==> src/rtl/bshift_pkg.sv <==
`timescale 1ns/1ps
package bshift_pkg;

  // Selects the value fed into vacated positions.
  // Sign copy only for a right move in arithmetic mode.
  function automatic logic pick_fill(input logic to_left,
                                     input logic zero_fill,
                                     input logic top_bit);
    logic f;
    if (!to_left && !zero_fill) f = top_bit;
    else                        f = 1'b0;
    return f;
  endfunction

  // Tree input/output steering: left moves use the word as is.
  function automatic logic use_direct(input logic to_left);
    return to_left;
  endfunction

endpackage

==> src/rtl/bshift_reverse.sv <==
`timescale 1ns/1ps
module bshift_reverse #(
  parameter int W = 32
) (
  input  logic [W-1:0] fwd,
  output logic [W-1:0] bwd
);
  for (genvar j = 0; j < W; j++) begin : g_mirror
    assign bwd[j] = fwd[W-1-j];
  end
endmodule

==> src/rtl/bshift_stage.sv <==
`timescale 1ns/1ps
module bshift_stage #(
  parameter int W    = 32,
  parameter int DIST = 1
) (
  input  logic [W-1:0] din,
  input  logic         en,
  input  logic         fill,
  output logic [W-1:0] dout
);
  for (genvar j = 0; j < W; j++) begin : g_bit
    if (j >= DIST) begin : g_take
      assign dout[j] = en ? din[j-DIST] : din[j];
    end else begin : g_fill
      assign dout[j] = en ? fill : din[j];
    end
  end
endmodule

==> src/rtl/bshift_tree.sv <==
`timescale 1ns/1ps
module bshift_tree #(
  parameter int W  = 32,
  parameter int SW = 5
) (
  input  logic [W-1:0]        tree_in,
  input  logic [SW-1:0]       amount,
  input  logic                fill,
  output logic [W-1:0]        tree_out,
  output logic [(SW+1)*W-1:0] stage_flat
);
  logic [SW:0][W-1:0] bus;

  assign bus[0] = tree_in;

  for (genvar i = 0; i < SW; i++) begin : g_stage
    bshift_stage #(.W(W), .DIST(1 << i)) stage_i (
      .din (bus[i]),
      .en  (amount[i]),
      .fill(fill),
      .dout(bus[i+1])
    );
  end

  assign tree_out   = bus[SW];
  assign stage_flat = bus;
endmodule

==> src/rtl/bshift_log_top.sv <==
`timescale 1ns/1ps
module bshift_log_top #(
  parameter  int W  = 32,
  localparam int SW = $clog2(W)
) (
  input  logic [W-1:0]  data_in,
  input  logic [SW-1:0] amount,
  input  logic          dir_left,
  input  logic          mode_logical,
  output logic [W-1:0]  data_out
);
  import bshift_pkg::*;

  logic [W-1:0]        rev_in;
  logic [W-1:0]        tree_in;
  logic [W-1:0]        tree_out;
  logic [W-1:0]        rev_out;
  logic                fill_bit;
  logic [(SW+1)*W-1:0] stage_flat;

  bshift_reverse #(.W(W)) rev_in_i (.fwd(data_in), .bwd(rev_in));

  assign fill_bit = pick_fill(dir_left, mode_logical, data_in[W-1]);
  assign tree_in  = use_direct(dir_left) ? data_in : rev_in;

  bshift_tree #(.W(W), .SW(SW)) tree_i (
    .tree_in   (tree_in),
    .amount    (amount),
    .fill      (fill_bit),
    .tree_out  (tree_out),
    .stage_flat(stage_flat)
  );

  bshift_reverse #(.W(W)) rev_out_i (.fwd(tree_out), .bwd(rev_out));

  assign data_out = use_direct(dir_left) ? tree_out : rev_out;
endmodule

==> config.mk <==
export PLATFORM = sky130hd
export DESIGN_NAME = bshift_log_top
export DESIGN_NICKNAME = d
export VERILOG_FILES = /design/src/rtl/bshift_pkg.sv /design/src/rtl/bshift_reverse.sv /design/src/rtl/bshift_stage.sv /design/src/rtl/bshift_tree.sv /design/src/rtl/bshift_log_top.sv
export SDC_FILE = /design/constraint.sdc
export NUM_CORES = 1
export LEC_CHECK = 0
export BUFFER_PORTS_ARGS = -buffer_cell sky130_fd_sc_hd__buf_2
export CORE_ASPECT_RATIO = 0.75
export CORE_MARGIN = 4
export CORE_UTILIZATION = 60
export DETAILED_ROUTE_END_ITERATION = 16
export PLACE_DENSITY = 0.85
export SYNTH_ARGS = -nofsm -noshare
export SYNTH_HDL_FRONTEND = slang
export SYNTH_SLANG_ARGS = --single-unit
export TNS_END_PERCENT = 30
==> constraint.sdc <==
create_clock -name vclk -period 4
set_clock_uncertainty 0.2 [all_clocks]
set_input_delay 0.4 -clock vclk [all_inputs]
set_output_delay 0.4 -clock vclk [all_outputs]
set_load 0.02 [all_outputs]
==> out/results.tsv, run 1 <==
metric	value	unit
pin_count	71	
antenna_left	0	
combinationalPowerShare	1.000	
grt_pass1_vias	4726	
seq_area	0	µm²
worst-slew-pin-transition	0.7108	ns
worst-path-buf-inv	3	
n_clock_buffer	0	
data_arrival_critical_path	2.90	ns
area_growth_syn_to_layout	7.667	%
switching_share	0.6186	
avgViaCountPerCell	7.973	
drt_first_pass_iters	7	
crit_path_cell_trace	buf_2 -> buf_4 -> nor2_1 -> o22ai_1 -> a31oi_1 -> o21ai_0 -> a221oi_2 -> a31oi_1 -> buf_2	
p_switching	0.0004609	W
whs	1.082	ns
pwr-share-clk	0	
timing.slew.headroom	0.5236	
setup_total_negative_slack	0	ns
setup.worst_path.end_class	output pin	
critPathMaxFanout	19	
grt_first_pass_wirelength	26.92	mm
worst-setup-path-type	in2out	
start_util	0.6352	
detailroute.via_count	5087	
netlist-cell-type-count	72	
placed_cells	638	
cell_area_after_synthesis	0.004113	mm²
synthesis.instances	519	
post-route-period-util	0.8742	
vdd_ir_drop_max	0.1255	mV
seq_power_share	0	
synth_top_cell_by_area	mux4_2	
critical_path.max_stage_delay	0.53	ns
die-width	103.6	µm
grt_max_degree	40	
slew_violations	0	
groute.usage.overall	0.4103	
result_of_the_run	complete, no violations	
portBuffers	71	
crit_slowest_cell	a31oi_1	
sequential_cell_total	0	
detailedPlacementHpwl	13.39	mm
cellInternalPower	0.0002842	W
synth_common_cells	mux2i_1 (59), nor2_1 (59), nand2_1 (43), mux4_2 (38), a21oi_1 (29)	
rows	25	
die_h	79.70	µm
worst-endpoint-required	3.40	ns
max_cap_violations	0	
synth_top_area_share	0.2081	
fmaxAchievable	286.0	MHz
finalHoldViolCount	0	
hold_path.class	in2out	
antenna_cells	0	
synth_sequential_area_ratio	0	
initial_antenna_violation_count	1	
rsz0062_at_grt	false	
wirelength	17.33	mm
power.density_cell_area	168.3	mW/mm²
fp.dieArea	0.008257	mm²
worst_path_dominant_cell_family	compound AO/OA/AOI/OAI gates	
floorplan.core_area	0.006475	mm²
wire_per_inst	27.17	µm
yosysWarnings	0	
final-setup-viol-count	0	
cts-resized-gates	0	
period_minus_slack	3.497	ns
cts_setup_buffers	0	
num-nets-final	598	
synth_nets	558	
n_fill_cell	536	
violation_count_after_the_first_detailed_route_iteration	834	
total_leakage_power	1.793	nW
cts_hold_buffers	0	
post_synth.cell_area_avg	7.924	µm²
globalRoute.totalOverflow	0	
worst_setup_path_start_kind	input port	
detail_route.drc_violations	0	
fraction_of_final_layout_cells_sized_beyond_drive_strength_1	0.2980	
finalWeightedCongestion	1.061	
synthTopCellsByArea	mux4_2 (21%), mux2i_1 (14%), nor2_1 (5.4%)	
layoutNonFillerInstCount	638	
==> path summary, 6_finish.rpt <==
path	start	endpoint	slack, ns	cells past startpoint
worst max-delay path	amount[1]	data_out[6]	0.50	9
worst min-delay path	amount[4]	data_out[7]	1.08	3
==> power groups by stage <==
stage	combinational, W	clock [W]	sequential, W
global placement	0.000703	0	0
global route	0.000780	0	0
floorplan	0.000495	0	0
finish	0.000745	0	0
CTS	0.000711	0	0
detailed placement	0.000707	0	0
==> cell usage in the layout, fill, tap and decap left out, types with 5 or more instances in the layout <==
cell type	instances
o22ai_1	17
nand2b_1	8
a211oi_1	10
mux2_2	19
nand2_1	43
mux4_2	38
nor2b_1	9
nor2_1	59
mux2i_1	59
a22oi_1	9
o211ai_1	6
a32oi_1	5
buf_2	69
o21ai_0	27
o21ai_1	6
buf_4	23
nor3_1	8
a21oi_1	29
a31oi_1	8
inv_1	5
nand3_1	13
==> cell families after synthesis <==
group           share of synthesized area
buf+inv                           0.09188
mux                                0.4347
simple gates                       0.1838
compound gates                     0.2875
xor+xnor                         0.002130
==> routing by layer <==
metal | track usage | part of all wire
met5 | 0.04545 | 0.0033
met4 | 0.1315 | 0.044
met3 | 0.1552 | 0.19
met2 | 0.6038 | 0.40
met1 | 0.5527 | 0.36
==> final cells by class <==
cell class         instances  area, µm²  share of cell area
well taps                 81      101.3             0.02289
inverters                  9      33.78            0.007629
repair buffers            94      558.0              0.1260
multi-input cells        454       3735              0.8435
==> worst min-delay path: stages <==
cell and delay (ns):
buf_2 0.23, a31oi_1 0.11, buf_2 0.15
==> per-stage QoR <==
stage                 util  setup slack, ns  total power [W]  cell area (µm²)
floorplan                -            1.152        0.0004946             4113
global placement    0.6839           0.7076        0.0007030             4428
detailed placement  0.6839           0.6668        0.0007071             4428
CTS                 0.6839           0.6574        0.0007109             4428
global route        0.6839           0.4777        0.0007796             4428
finish              0.6839           0.5032        0.0007451             4428
Power figures use the tool's default switching activity.
==> run 2, diff against run 1 <==
--- a/config.mk
+++ b/config.mk
@@ -11,6 +11,7 @@
 export CORE_UTILIZATION = 60
 export DETAILED_ROUTE_END_ITERATION = 16
 export PLACE_DENSITY = 0.85
+export REMOVE_ABC_BUFFERS = 1
 export SYNTH_ARGS = -nofsm -noshare
 export SYNTH_HDL_FRONTEND = slang
 export SYNTH_SLANG_ARGS = --single-unit
==> run 2 against run 1 <==
  * Utilization up 0.54 points
  * Maximum frequency shrank 0.73%
  * First-iteration DRC count is 5.5% higher
  * Wire length grew 3.4%
  * Critical path type unchanged
==> out/results.tsv, run 2 (synthesized netlist as in run 1, its figures left out) <==
metric	value	unit	change
result_of_the_run	complete, no violations		
grt_pass1_vias	4688		-0.80%
crit_slowest_cell	mux4_2		
detailroute.via_count	5248		+3.2%
wire_per_inst	27.96	µm	+2.9%
worst-slew-pin-transition	0.6432	ns	-0.06763 ns
worst-path-buf-inv	3		unchanged
wirelength	17.92	mm	+3.4%
period_minus_slack	3.523	ns	+0.02569 ns
placed_cells	641		+0.47%
detail_route.drc_violations	0		unchanged
start_util	0.6352		unchanged
antenna_left	0		unchanged
grt_max_degree	54		+35%
grt_first_pass_wirelength	27.94	mm	+3.8%
fmaxAchievable	283.9	MHz	-0.73%
globalRoute.totalOverflow	0		unchanged
worst_path_dominant_cell_family	multiplexers		
drt_first_pass_iters	7		unchanged
worst-endpoint-required	3.40	ns	about the same
crit_cells	9		unchanged
final-setup-viol-count	0		unchanged
rsz0062_at_grt	false		
cts_hold_buffers	0		unchanged
layout_commonest_cell	buf_2		
layout_setup_ws	0.4775	ns	-0.02569 ns
hold_depth	3		unchanged
hold_path_end	data_out[7]		
cts_setup_buffers	0		unchanged
data_arrival_critical_path	2.92	ns	+0.02 ns
floorplan.core_area	0.006475	mm²	unchanged
pin_count	71		unchanged
die-width	103.6	µm	unchanged
finalWeightedCongestion	1.112		+4.8%
detailedPlacementHpwl	13.74	mm	+2.6%
rows	25		unchanged
violation_count_after_the_first_detailed_route_iteration	880		+5.5%
finalHoldViolCount	0		unchanged
num-nets-final	601		+0.50%
area_growth_syn_to_layout	8.518	%	
power.density_cell_area	169.0	mW/mm²	+0.42%
cts-resized-gates	0		unchanged
avgViaCountPerCell	8.187		+2.7%
post-route-period-util	0.8806		+0.006423
critical_path.max_stage_delay	0.52	ns	about the same
die_h	79.70	µm	unchanged
max_cap_violations	0		unchanged
antenna_cells	0		unchanged
worst_setup_path_start_kind	input port		
fp.dieArea	0.008257	mm²	unchanged
crit_path_cell_trace	buf_2 -> buf_12 -> mux2i_1 -> mux4_2 -> mux2i_1 -> o21a_1 -> a22oi_1 -> o221ai_1 -> buf_2		
layout.cells.most_common_list	buf_2 (69), mux2i_1 (59), nor2_1 (59)		
vdd_ir_drop_max	0.1104	mV	-12%
portBuffers	71		unchanged
worst-setup-path-type	in2out		
setup.worst_path.end_class	output pin		
hold_path.class	in2out		
slew_violations	0		unchanged
critPathMaxFanout	42		+23
total_leakage_power	1.813	nW	+1.1%
n_clock_buffer	0		unchanged
worst_hold_launch	amount[4]		
initial_antenna_violation_count	0		-1
fraction_of_final_layout_cells_sized_beyond_drive_strength_1	0.3018		+0.003761
preCtsSetupSlack	0.5870	ns	-0.07984 ns
seq_area	0	µm²	unchanged
finalCoreUtilization	0.6893		+0.005410
setup_total_negative_slack	0	ns	unchanged
layoutNonFillerInstCount	641		+0.47%
sequential_cell_total	0		unchanged
timing.slew.headroom	0.5679		+0.04437
groute.usage.overall	0.4257		+0.01547
run 2: per-layer routing:
layer / routed length, µm / global-route usage / vias up
met5: 0 / 0 / -
met4: 712 / 0.1076 / 0
met3: 3544 / 0.1520 / 95
met2: 7066 / 0.6162 / 611
met1: 6599 / 0.6023 / 2395
li1: - / - / 2147
run 2: worst min-delay path, delay by kind of cell:
kind                   cells  cell delay, ns
AOI/OAI and AO/OA          1            0.11
buffers and inverters      2            0.38
run 2: final cells by class:
class                           count  area (µm²)
Inverter                            9       33.78
Fill cell                         546        2012
Tap cell                           81       101.3
Multi-Input combinational cell    454        3735
Timing Repair Buffer               97       593.1
run 2: worst max-delay path by stage:
stage               slack, ns      start      endpoint
floorplan                1.13  amount[1]  data_out[14]
detailed placement       0.59  amount[0]  data_out[31]
CTS                      0.58  amount[0]  data_out[31]
global route             0.40  amount[1]  data_out[21]
finish                   0.48  amount[2]  data_out[31]
global placement         0.60  amount[0]  data_out[31]
run 2: power breakdown:
group	leakage [nW]	switching, W	internal, W	total [W]
registers	0	0	0	0
logic	1.81	0.000469	0.000285	0.000754
clock network	0	0	0	0
run 2: through the flow:
stage          area (µm²)  power [W]  hold WS (ns)
2_1_floorplan        3769  0.0004212        0.7286
3_3_place_gp         4463  0.0007041         1.070
3_5_place_dp         4463  0.0007157         1.082
4_1_cts              4463  0.0007182         1.082
5_1_grt              4463  0.0007861         1.141
6_report             4463  0.0007542         1.102
==> run 3, diff against run 2 <==
--- a/config.mk
+++ b/config.mk
@@ -8,10 +8,11 @@
 export BUFFER_PORTS_ARGS = -buffer_cell sky130_fd_sc_hd__buf_2
 export CORE_ASPECT_RATIO = 0.75
 export CORE_MARGIN = 4
-export CORE_UTILIZATION = 60
+export CORE_UTILIZATION = 38
 export DETAILED_ROUTE_END_ITERATION = 16
-export PLACE_DENSITY = 0.85
 export REMOVE_ABC_BUFFERS = 1
+export SETUP_SLACK_MARGIN = 0.05
+export SKIP_LAST_GASP = 1
 export SYNTH_ARGS = -nofsm -noshare
 export SYNTH_HDL_FRONTEND = slang
 export SYNTH_SLANG_ARGS = --single-unit
==> run 3 against run 2 <==
  * Global-route usage is 15 points lower
  * First-iteration DRC count fell by 15%
  * Wire length grew 1.5%
  * Utilization is 26 points lower
  * Via count shrank 5.5%
  * Power shrank 1.3%
  * Combinational power fell by 1%
  * Maximum frequency is 1.3% higher
  * Largest cell class unchanged
  * Highest routed layer unchanged
==> out/results.tsv, run 3 (synthesized netlist as in run 1, its figures left out) <==
metric	value	unit	change
result_of_the_run	complete, no violations		
num-nets-final	600		-0.17%
n_clock_buffer	0		unchanged
antenna_cells	0		unchanged
drt_first_pass_iters	5		-2
post-route-period-util	0.8696		-0.01104
rows	32		+28%
slew_violations	0		unchanged
worst-slew-pin-transition	0.6503	ns	+0.007165 ns
worst-setup-path-type	in2out		
globalRoute.totalOverflow	0		unchanged
finalHoldViolCount	0		unchanged
groute.usage.overall	0.2798		-0.1459
worst_hold_launch	amount[4]		
floorplan.core_area	0.01041	mm²	+61%
hold_path.class	in2out		
total_leakage_power	1.804	nW	-0.52%
power.density_cell_area	165.0	mW/mm²	-2.4%
n_fill_cell	1091		+100%
pin_count	71		unchanged
wire_per_inst	26.18	µm	-6.4%
combinationalPowerShare	1.000		about the same
timing.slew.headroom	0.5641		-0.003840
switching_share	0.6195		-0.002154
die-width	128.1	µm	+24%
critical_path.max_stage_delay	0.54	ns	+0.02 ns
layout.cell_area.non_filler	0.004512	mm²	+1.1%
avgViaCountPerCell	7.137		-13%
p_switching	0.0004612	W	-1.6%
placement.cell_area	0.004512	mm²	+1.1%
final-setup-viol-count	0		unchanged
pwr-share-clk	0		unchanged
period_minus_slack	3.478	ns	-0.04417 ns
crit_path_cell_trace	buf_2 -> clkinv_1 -> o32ai_1 -> o32ai_1 -> a211oi_1 -> o21ai_1 -> mux2_2 -> buf_2		
grt_first_pass_wirelength	27.71	mm	-0.82%
setup_total_negative_slack	0	ns	unchanged
crit_cells	8		-1
cts_setup_buffers	0		unchanged
fraction_of_final_layout_cells_sized_beyond_drive_strength_1	0.3005		-0.001249
grt_pass1_vias	4472		-4.6%
sequential_cell_total	0		unchanged
layout_commonest_cell	buf_2		
seq_area	0	µm²	unchanged
fp.dieArea	0.01257	mm²	+52%
antenna_left	0		unchanged
area_growth_syn_to_layout	9.705	%	
setup.worst_path.end_class	output pin		
wirelength	18.20	mm	+1.5%
worst-path-buf-inv	3		unchanged
worst-endpoint-required	3.40	ns	about the same
portBuffers	71		unchanged
hold_depth	3		unchanged
rsz0062_at_grt	false		
cts_hold_buffers	0		unchanged
crit_start	amount[2]		
vdd_ir_drop_max	0.07490	mV	-32%
finalCoreUtilization	0.4334		-0.2559
grt_max_degree	53		-1.9%
max_cap_violations	0		unchanged
worst_path_dominant_cell_family	compound AO/OA/AOI/OAI gates		
layout.cells.most_common_list	buf_2 (69), mux2i_1 (59), nor2_1 (59)		
area_occupied_by_multi_input_gates	0.003735	mm²	unchanged
detail_route.drc_violations	0		unchanged
cellInternalPower	0.0002832	W	-0.73%
fmaxAchievable	287.5	MHz	+1.3%
cts-resized-gates	0		unchanged
die_h	98.10	µm	+23%
initial_antenna_violation_count	0		unchanged
detailroute.via_count	4960		-5.5%
detailedPlacementHpwl	14.19	mm	+3.2%
finalWeightedCongestion	1.030		-7.4%
seq_power_share	0		unchanged
start_util	0.3951		-0.2401
setup.worst_path.end	data_out[4]		
data_arrival_critical_path	2.88	ns	-0.04 ns
worst_setup_path_start_kind	input port		
critPathMaxFanout	14		-67%
violation_count_after_the_first_detailed_route_iteration	745		-15%
crit_slowest_cell	o32ai_1		
-- run 3: worst min-delay path by stage --
stage                    to  slack (ns)
6_report        data_out[7]        1.14
5_1_grt         data_out[7]        1.17
4_1_cts         data_out[7]        1.13
3_5_place_dp    data_out[7]        1.12
3_3_place_gp    data_out[7]        1.13
2_1_floorplan  data_out[24]        0.73
-- run 3: power by group through the flow --
| stage | registers (W) | logic [W] | clock network, W |
|---|---|---|---|
| 2_1_floorplan | 0 | 0.000421 | 0 |
| 3_3_place_gp | 0 | 0.000721 | 0 |
| 3_5_place_dp | 0 | 0.000720 | 0 |
| 4_1_cts | 0 | 0.000723 | 0 |
| 5_1_grt | 0 | 0.000787 | 0 |
| 6_report | 0 | 0.000744 | 0 |
-- run 3: worst min-delay path, delay by kind of cell --
family | cells | cell delay (ns)
buffers and inverters | 2 | 0.38
AOI/OAI and AO/OA | 1 | 0.16
-- run 3: cell type report --
| cell class | instances | area share |
|---|---|---|
| multi-input combinational | 454 | 0.8278 |
| tap | 136 | 0.03771 |
| timing repair buffer | 96 | 0.1270 |
| inverter | 9 | 0.007488 |
-- run 3: layer usage --
layer  GRT usage  vias to the layer above  part of all wire
li1            -                     2142                 -
met1      0.4297                     2368              0.41
met2      0.3886                      406              0.41
met3     0.07108                       44              0.15
met4     0.06525                        0             0.032
met5           0                        -                 0
-- run 3: per-stage QoR --
| step | instances | power, W | hold slack [ns] | setup slack [ns] |
|---|---|---|---|---|
| 6_report | 695 | 0.0007445 | 1.139 | 0.5217 |
| 3_5_place_dp | 695 | 0.0007203 | 1.124 | 0.6224 |
| 2_1_floorplan | 463 | 0.0004212 | 0.7286 | 1.130 |
| 5_1_grt | 695 | 0.0007869 | 1.171 | 0.3933 |
| 3_3_place_gp | 695 | 0.0007206 | 1.125 | 0.6373 |
| 4_1_cts | 695 | 0.0007231 | 1.129 | 0.6177 |
